<file path="src/rtl/dic_pkg.sv">
package dic_pkg;
    localparam int WORD_W   = 32;
    localparam int RUN_BIT  = 0;
    localparam int SRST_BIT = 2;
    localparam int FLAG_LO  = 12;
    localparam int THR_LO   = 16;
    localparam int DLY_LO   = 24;

    typedef enum logic {
        TMR_IDLE = 1'b0,
        TMR_RUN  = 1'b1
    } tmr_state_e;
endpackage

</file>
<file path="src/rtl/dic_cmpl_counter.sv">
module dic_cmpl_counter #(
    parameter int CW      = 8,
    parameter int RST_THR = 1
) (
    input  logic          clk,
    input  logic          rst_n,
    input  logic          clr,
    input  logic          reload,
    input  logic [CW-1:0] thr,
    input  logic          cmpl,
    output logic [CW-1:0] cnt,
    output logic          hit
);
    logic [CW-1:0] cnt_q, base, cnt_n;

    always_comb begin
        base = reload ? thr : cnt_q;
        hit  = cmpl && (base <= CW'(1));
        if (clr)
            cnt_n = CW'(RST_THR);
        else if (hit)
            cnt_n = thr;
        else if (cmpl)
            cnt_n = base - CW'(1);
        else
            cnt_n = base;
    end

    always_ff @(posedge clk or negedge rst_n) begin
        if (!rst_n) cnt_q <= CW'(RST_THR);
        else        cnt_q <= cnt_n;
    end

    assign cnt = cnt_q;

    a_r2_decrement: assert property (@(posedge clk) disable iff (!rst_n)
        (cmpl && !reload && !clr && cnt_q > CW'(1)) |=> cnt_q == $past(cnt_q) - CW'(1));
    a_r2_hit_reload: assert property (@(posedge clk) disable iff (!rst_n)
        (hit && !clr) |=> cnt_q == $past(thr));
endmodule

</file>
<file path="src/rtl/dic_delay_timer.sv">
module dic_delay_timer
    import dic_pkg::*;
#(
    parameter int TW = 8
) (
    input  logic          clk,
    input  logic          rst_n,
    input  logic          clr,
    input  logic          arm,
    input  logic [TW-1:0] dly,
    input  logic          tick,
    output logic [TW-1:0] tmr,
    output logic          fire
);
    tmr_state_e    state_q, state_n;
    logic [TW-1:0] tmr_q, tmr_n;

    // state register
    always_ff @(posedge clk or negedge rst_n) begin
        if (!rst_n) begin
            state_q <= TMR_IDLE;
            tmr_q   <= '0;
        end else begin
            state_q <= state_n;
            tmr_q   <= tmr_n;
        end
    end

    // next state and outputs
    always_comb begin
        state_n = state_q;
        tmr_n   = tmr_q;
        fire    = 1'b0;
        unique case (state_q)
            TMR_IDLE: begin
                if (arm && dly != '0) begin
                    state_n = TMR_RUN;
                    tmr_n   = dly;
                end
            end
            TMR_RUN: begin
                fire = tick && (tmr_q == TW'(1));
                if (arm) begin
                    state_n = (dly != '0) ? TMR_RUN : TMR_IDLE;
                    tmr_n   = dly;
                end else if (fire) begin
                    state_n = TMR_IDLE;
                    tmr_n   = '0;
                end else if (tick) begin
                    tmr_n   = tmr_q - TW'(1);
                end
            end
        endcase
        if (clr) begin
            state_n = TMR_IDLE;
            tmr_n   = '0;
        end
    end

    assign tmr = tmr_q;

    a_r3_tick_step: assert property (@(posedge clk) disable iff (!rst_n)
        (state_q == TMR_RUN && tick && tmr_q > TW'(1) && !arm && !clr)
        |=> tmr_q == $past(tmr_q) - TW'(1));
    a_r4_zero_stays_idle: assert property (@(posedge clk) disable iff (!rst_n)
        (arm && dly == '0 && !clr) |=> (tmr_q == '0 && state_q == TMR_IDLE));
    a_r10_fire_rearm: assert property (@(posedge clk) disable iff (!rst_n)
        (fire && arm && dly != '0 && !clr) |=> (tmr_q == $past(dly) && state_q == TMR_RUN));
endmodule

</file>
<file path="src/rtl/dma_irq_coalesce.sv">
module dma_irq_coalesce
    import dic_pkg::*;
#(
    parameter int CNT_W   = 8,
    parameter int TMR_W   = 8,
    parameter int N_FLAG  = 3,
    parameter int RST_THR = 1
) (
    input  logic        clk,
    input  logic        rst_n,
    input  logic        cmpl_i,
    input  logic        tick_i,
    input  logic        cfg_we_i,
    input  logic [31:0] cfg_wdata_i,
    input  logic        sts_we_i,
    input  logic [31:0] sts_wdata_i,
    output logic [31:0] cfg_rdata_o,
    output logic [31:0] sts_rdata_o,
    output logic        irq_o
);
    localparam logic [WORD_W-1:0] CFG_RST = WORD_W'(RST_THR) << THR_LO;
    localparam int FLAG_HI = FLAG_LO + N_FLAG - 1;

    logic [WORD_W-1:0] cfg_q, cfg_eff;
    logic [N_FLAG-1:0] flag_q, flag_set, flag_clr;
    logic              soft_rst, run_go, hit, fire;
    logic [CNT_W-1:0]  cnt;
    logic [TMR_W-1:0]  tmr;

    assign cfg_eff  = cfg_we_i ? cfg_wdata_i : cfg_q;
    assign soft_rst = cfg_we_i && cfg_wdata_i[SRST_BIT];
    assign run_go   = cfg_we_i && cfg_wdata_i[RUN_BIT] && !cfg_wdata_i[SRST_BIT];

    dic_cmpl_counter #(.CW(CNT_W), .RST_THR(RST_THR)) u_cnt (
        .clk    (clk),
        .rst_n  (rst_n),
        .clr    (soft_rst),
        .reload (run_go || fire),
        .thr    (cfg_eff[THR_LO +: CNT_W]),
        .cmpl   (cmpl_i),
        .cnt    (cnt),
        .hit    (hit)
    );

    dic_delay_timer #(.TW(TMR_W)) u_tmr (
        .clk   (clk),
        .rst_n (rst_n),
        .clr   (soft_rst),
        .arm   (cmpl_i),
        .dly   (cfg_eff[DLY_LO +: TMR_W]),
        .tick  (tick_i),
        .tmr   (tmr),
        .fire  (fire)
    );

    always_comb begin
        flag_set    = '0;
        flag_set[0] = hit;
        flag_set[1] = fire;
        flag_clr    = sts_we_i ? sts_wdata_i[FLAG_HI:FLAG_LO] : '0;
    end

    always_ff @(posedge clk or negedge rst_n) begin
        if (!rst_n) begin
            cfg_q  <= CFG_RST;
            flag_q <= '0;
        end else if (soft_rst) begin
            cfg_q  <= CFG_RST;
            flag_q <= '0;
        end else begin
            if (cfg_we_i) cfg_q <= cfg_wdata_i;
            flag_q <= (flag_q & ~flag_clr) | flag_set;
        end
    end

    always_comb begin
        sts_rdata_o                    = '0;
        sts_rdata_o[FLAG_HI:FLAG_LO]   = flag_q;
        sts_rdata_o[THR_LO +: CNT_W]   = cnt;
        sts_rdata_o[DLY_LO +: TMR_W]   = tmr;
        cfg_rdata_o                    = cfg_q;
        irq_o = |(flag_q & cfg_q[FLAG_HI:FLAG_LO]);
    end

    a_r6_w1c_clears: assert property (@(posedge clk) disable iff (!rst_n)
        (sts_we_i && sts_wdata_i[FLAG_LO] && !hit) |=> !flag_q[0]);
    a_r9_soft_reset: assert property (@(posedge clk) disable iff (!rst_n)
        soft_rst |=> (cfg_q == CFG_RST && flag_q == '0 && tmr == '0));
    a_r5_no_enable_no_irq: assert property (@(posedge clk) disable iff (!rst_n)
        (cfg_q[FLAG_HI:FLAG_LO] == '0) |-> !irq_o);
endmodule

</file>
<file path="config.mk">
export PLATFORM = sky130hd
export DESIGN_NAME = dma_irq_coalesce
export DESIGN_NICKNAME = d
export VERILOG_FILES = /design/src/rtl/dic_pkg.sv /design/src/rtl/dic_cmpl_counter.sv /design/src/rtl/dic_delay_timer.sv /design/src/rtl/dma_irq_coalesce.sv
export SDC_FILE = /design/constraint.sdc
export NUM_CORES = 1
export LEC_CHECK = 0
export BUFFER_PORTS_ARGS = -buffer_cell sky130_fd_sc_hd__buf_2
export CORE_ASPECT_RATIO = 1.75
export CORE_UTILIZATION = 40
export DETAILED_ROUTE_END_ITERATION = 8
export GPL_TIMING_DRIVEN = 0
export PLACE_DENSITY = 0.73
export SETUP_SLACK_MARGIN = 0.5
export SYNTH_ARGS = -nofsm -noshare
export SYNTH_HDL_FRONTEND = slang
export SYNTH_SLANG_ARGS = --single-unit
</file>
<file path="constraint.sdc">
create_clock -name clk -period 2.52 [get_ports clk]
set_input_delay 0.378 -clock clk [delete_from_list [all_inputs] [get_ports clk]]
set_output_delay 0.378 -clock clk [all_outputs]
set_load 0.02 [all_outputs]
</file>
# Word level (Yosys, flattened, before mapping)
# Cells that the tools add are included.
# Widths: inputs -> output; s select.
# word_totals
regBits	52
input_bits	70
output_inout_bits	65
wordCells	50
# classes
n_addsub	2
magnitude_cmp	1
eq_ne	3
muxes	21
n_bitwise	5
n_reduce_logical	12
# ops
cell	count
$mux 8	9
$mux 32	2
$pmux 8 s2	1
$sub 8x1->8 const B	2
$eq 8x1->1 const B	1
$le 8x1->1 const B	1
$reduce_bool 8->1	1
$and 3x3->3	2
$logic_and 1x1->1	6
$mux 1	6
$mux 3	2
$ne 5x5->1 const B	1
$ne 3x2->1 const B	1
$not 3->3	1
$or 3x2->3	1
$reduce_or 3->1	1
$pmux 1 s2	1
$reduce_and 2->1	1
$reduce_bool 2->1	1
$logic_not 1->1	1
$logic_or 1x1->1	1
$not 1->1	1

# Depth between registers and ports, before layout
# depth
ltp_word	9
depth_mapped	9

# Modules after synthesis
# From an unflattened synthesis, not the netlist that was laid out.
# hier_totals
hier_cells	270
hier_area_um2	2927.8
# by_module_without_submodules
module	n_inst	cells_each	area_per_inst_um2	seq_area_each_um2
dma_irq_coalesce	1	119	1600.3	852.1
dic_cmpl_counter	1	76	674.4	201.4
dic_delay_timer	1	75	653.1	225.2

# Least setup slack after synthesis
# Ideal clock, no wire load.
# synth_path
path_type	reg2reg
startpoint	register u_tmr.tmr_q[1] (netlist: u_tmr.tmr[1])
endpoint	register u_cnt.cnt_q[4] (netlist: u_cnt.cnt[4])
arrival_ps	2228
required_time_ps	2451
slack_ps	223
stages_incl_launch_ff	9
period_less_slack_ps	2297
cell_sequence	dfrtp_1 inv_1 ha_1 nor4bb_4 a32o_2 mux2i_2 a211oi_1 or4_1 nand3_1
# synth_between
elab_chain_len	9
elab_cells_between_ends	11
cone_classes	add/sub: 1; order compare: 1; eq/ne: 1; mux: 5; reduce/logical: 3
# synth_lines
item	line	text
start: declaration	dic_delay_timer.sv:16	logic [TW-1:0] tmr_q, tmr_n;
start signal: assignment	dic_delay_timer.sv:25	tmr_q <= tmr_n;
$eq 8x1->1 *	dic_delay_timer.sv:42	fire = tick && (tmr_q == TW'(1));
$logic_and 1x1->1 *	dic_delay_timer.sv:42	
$mux 1 *	dic_delay_timer.sv:34	unique case (state_q)
$logic_or 1x1->1 *	dma_irq_coalesce.sv:38	.reload (run_go || fire),
$mux 8 *	dic_cmpl_counter.sv:17	base = reload ? thr : cnt_q;
$sub 8x1->8 or $le 8x1->1 (tied branches)	dic_cmpl_counter.sv:24, dic_cmpl_counter.sv:18	
$mux 8 or $logic_and 1x1->1 (tied branches)	dic_cmpl_counter.sv:23, dic_cmpl_counter.sv:18	
$mux 8 *	dic_cmpl_counter.sv:21	else if (hit)
$mux 8 *	dic_cmpl_counter.sv:19	if (clr)
via u_cnt.cnt_n[4]	dic_cmpl_counter.sv:14	logic [CW-1:0] cnt_q, base, cnt_n;
end signal: assignment	dic_cmpl_counter.sv:30	if (!rst_n) cnt_q <= CW'(RST_THR);
end signal: assignment	dic_cmpl_counter.sv:31	else cnt_q <= cnt_n;
end: declaration	dic_cmpl_counter.sv:14	
# Mark *: on every way through the listed nets, which the timed path passes. The rest lies on a longest branch.
# A chain may end at the register's enable or synchronous reset.

# Final worst setup path
# Same ends and word-level chain as after synthesis.

==> results by group <==
Setup path
  – Critical Path RT: 2.75 ns
  – Reg2reg start: u_tmr.tmr[1]
  – CP endpoint kind: flip-flop
  – R2R Setup Slk: roughly 0.29 ns
  – Worst-path fanout max: 4
  – Cells along the critical path: inv_2 -> ha_4 -> nor4bb_4 -> a32o_2 -> mux2i_4 -> a211oi_2 -> or4_1 -> nand3_1
  – Maximum cell stage delay along the critical path: around 0.42 ns
  – R2R cell count: 8
  – Crit path kind: reg2reg
  – WP data arrival: 2.45 ns
  – Crit start category: flip-flop
  – Critical R2R Capture: u_cnt.cnt[4]
  – Slowest CP cell: or4_1

Yosys
  – Yosys reg bits: 51
  – Synth warn: 0
  – Mean post-synth cell area: 8.65 sq um
  – Ys async rst share: 100%
  – Netlist Area Pre-Place: 2920 sq um
  – Synth Flop Type: dfrtp_1
  – Synth cell types: 54
  – Number of synthesized flops with an enable pin: 0
  – Syn Inst Count: 338
  – Seq/Total Area, Yosys: 43.7%

Placement
  – Placer Congestion: 0.923
  – Area after DPL: 3560 sq um
  – PortBufs: 90
  – Post-DP HPWL: 6470 um

Finish
  – Syn-to-layout area delta: 32.7%
  – Layout cell share with drive strength beyond 1: 33.8%
  – Most common cell after layout, fill and taps aside: buf_2
  – Fin area: 3880 sq um
  – Fillers: 685
  – Post-layout net count: roughly 530
  – Ant. Diodes: 0
  – Most frequent cells in the layout: 93 x buf_2, 47 x nand2_1, 47 x dfrtp_1, 35 x o21ai_0, 25 x nor2_1

Detailed routing
  – DRC Markers: 0
  – Initial drt markers: 215
  – Via/cell ratio: around 5.3
  – Total iterations of the first detailed-routing run: 4
  – Post-route ant nets: 0
  – Total wire length: 8590 um
  – DR WL/cell: 15.7 um
  – Via count: 2,896

Clocking
  – CTS Buf Count: 5
  – Clk pin slew, worst setup/hold paths: 0.07 ns
  – H-tree depth: 2
  – Clk_lat worst skew: 0.29 ns
  – Root buffer cell: clkbuf_16
  – Clock tree from TritonCTS: yes
  – Clock buffer depth: 2
  – CTS Sinks: 51

Timing
  – Final Hold Vio Count: 0
  – Clk_skew: 0.00420 ns
  – Setup TNS: 0 ns
  – Slew headroom: between 20% and 30%
  – Fin crit share: 88.5%
  – F_max: 449 MHz
  – RSZ-0062 raised after global routing: true
  – Worst Tran Pin Value: 1.15 ns
  – Tmin final: 2.23 ns
  – Final setup vio count: 0
  – Pins over their slew limit: 0

Hold path
  – HP Start: cfg_wdata_i[8]
  – Hold-critical path depth: 3
  – Hold Path Sink: cfg_rdata_o[8]
  – HP Class: in2reg

Pwr
  – Peak VDD IR: 0.410 mV
  – P_leak: just under 2 nW
  – PD cells: 753 nW/um^2

GRT
  – Maximum number of pins on one net before global-route repair: 52
  – Initial antenna violation count: 0
  – First-pass GRT wire length: 13,500 um
  – Grt ovf: 0
  – Gr usage total: 23.3%
  – Vias in the first global route: 2,826

Floorplanning
  – DIE AREA: roughly 7700 sq um
  – Die H: 115 um
  – Initial Util: between 40 and 50%
  – Core box area: roughly 7000 sq um
  – Row count: 40
  – Chip width: 66.6 um
  – Io pins: approximately 140

Run
  – Max_cap viols: 0

Status
  – Status: complete, no violations
==> repair_timing <==
item | CTS | global route
endpoints found under the setup margin | 17 | 17
setup buffers | 10 | 3
hold buffers | 0 | 0
cloned | 0 | 0
resized for setup | 10 | 8
endpoints found under the hold margin | 0 | 0
pin swaps | 3 | 2
==> worst max path at each step <==
stage,start,end,slack (ns),depth (start not counted)
final,u_tmr.tmr[1],u_cnt.cnt[4],0.29,8
after global routing,u_tmr.tmr[1],u_cnt.cnt[7],0.20,11
after CTS,u_tmr.tmr[1],u_cnt.cnt[7],0.30,11
after global placement,u_tmr.tmr[1],u_cnt.cnt[1],0.04,9
after detailed placement,u_tmr.tmr[1],u_cnt.cnt[0],0.01,8
after floorplan,u_tmr.tmr[1],u_cnt.cnt[4],0.38,8
==> metrics by stage <==
step	total power [W]	setup slack, ns	util, %	std cells	hold slack [ns]
after CTS	0.00291	0.296	55.2	543	0.292
after detailed placement	0.00205	0.0119	51.1	525	0.515
after floorplan	0.00173	0.380	-	351	0.0824
after global placement	0.00204	0.0436	51.1	525	0.508
after global routing	0.00308	0.204	55.8	546	0.302
final	0.00292	0.291	55.8	546	0.291
==> metal layers <==
metal | GRT usage [%] | vias to the layer above | routed length, um
met5 | 0 | - | 0
met4 | 13.2 | 0 | 330
met3 | 3.47 | 31 | 503
met2 | 42.9 | 127 | 4840
met1 | 24.1 | 1343 | 2910
li1 | - | 1395 | -
==> cells in the mapped netlist (all sizes together), types with 2 or more instances <==
cell type | n | share of area [%]
dfrtp | 49 | 42
nand2 | 47 | 6.0
o21ai | 37 | 6.3
nor2 | 25 | 3.2
inv | 21 | 2.7
buf | 19 | 4.6
a21oi | 18 | 3.2
nor3 | 12 | 2.1
clkbuf | 11 | 1.5
mux2i | 9 | 3.2
nand2b | 7 | 1.5
o22ai | 6 | 1.3
and3 | 5 | 1.1
nor3b | 5 | 1.3
nor4 | 5 | 1.6
a31oi | 4 | 0.86
and2 | 4 | 0.86
nand3 | 4 | 0.68
nor2b | 4 | 0.86
xnor2 | 4 | 1.2
mux2 | 3 | 1.2
o211ai | 3 | 0.77
a211o | 2 | 0.60
a211oi | 2 | 0.51
a21o | 2 | 0.51
a32oi | 2 | 0.60
dfstp | 2 | 1.8
ha | 2 | 0.86
nand3b | 2 | 0.51
nand4 | 2 | 0.43
nor4b | 2 | 0.60
nor4bb | 2 | 1.2
o21a | 2 | 0.51
o221ai | 2 | 0.60
o31ai | 2 | 0.51
==> area by class of cell <==
cell class | instances | area, sq um | share of cell area [%]
multi-input cells | 249 | 1500 | 38.7
repair buffers | 103 | 559 | 14.4
clock inverters | 3 | 43.8 | 1.13
flip-flops and latches | 51 | 1280 | 33.0
well taps | 84 | 105 | 2.71
clock buffers | 5 | 125 | 3.22
plain buffers | 30 | 185 | 4.77
inverters | 21 | 78.8 | 2.03
==> critical path, delay by kind of cell, from the launching register on <==
family | cells | cell delay (ns)
buffers and inverters | 1 | 0.08
multiplexers | 1 | 0.33
AO/OA/AOI/OAI | 2 | 0.43
flip-flops | 1 | 0.41
adder cells (fa/ha/maj) | 1 | 0.12
AND/OR/NAND/NOR | 3 | 0.80
==> cell families after synthesis <==
family | Yosys count | share of synthesized area, %
compound gates | 87 | 18.0
flops | 51 | 43.7
fa+ha+maj | 2 | 0.856
buf+inv | 51 | 8.77
other cells | 1 | 0.128
simple gates | 129 | 22.6
mux | 12 | 4.36
xor+xnor | 5 | 1.50
==> registers in the layout, indices dropped and copies added (netlist names) <==
register and cells:
cfg_rdata_o 31, flag_q 3, u_cnt.cnt 8, u_tmr.state_q 1
u_tmr.tmr 8
==> report_power, final <==
part           internal (W)  switching [W]  total, W
Clock              0.000469       0.000306  0.000774
Sequential         0.000950       0.000158   0.00111
Combinational      0.000432       0.000608   0.00104
Power figures use the tool's default switching activity.
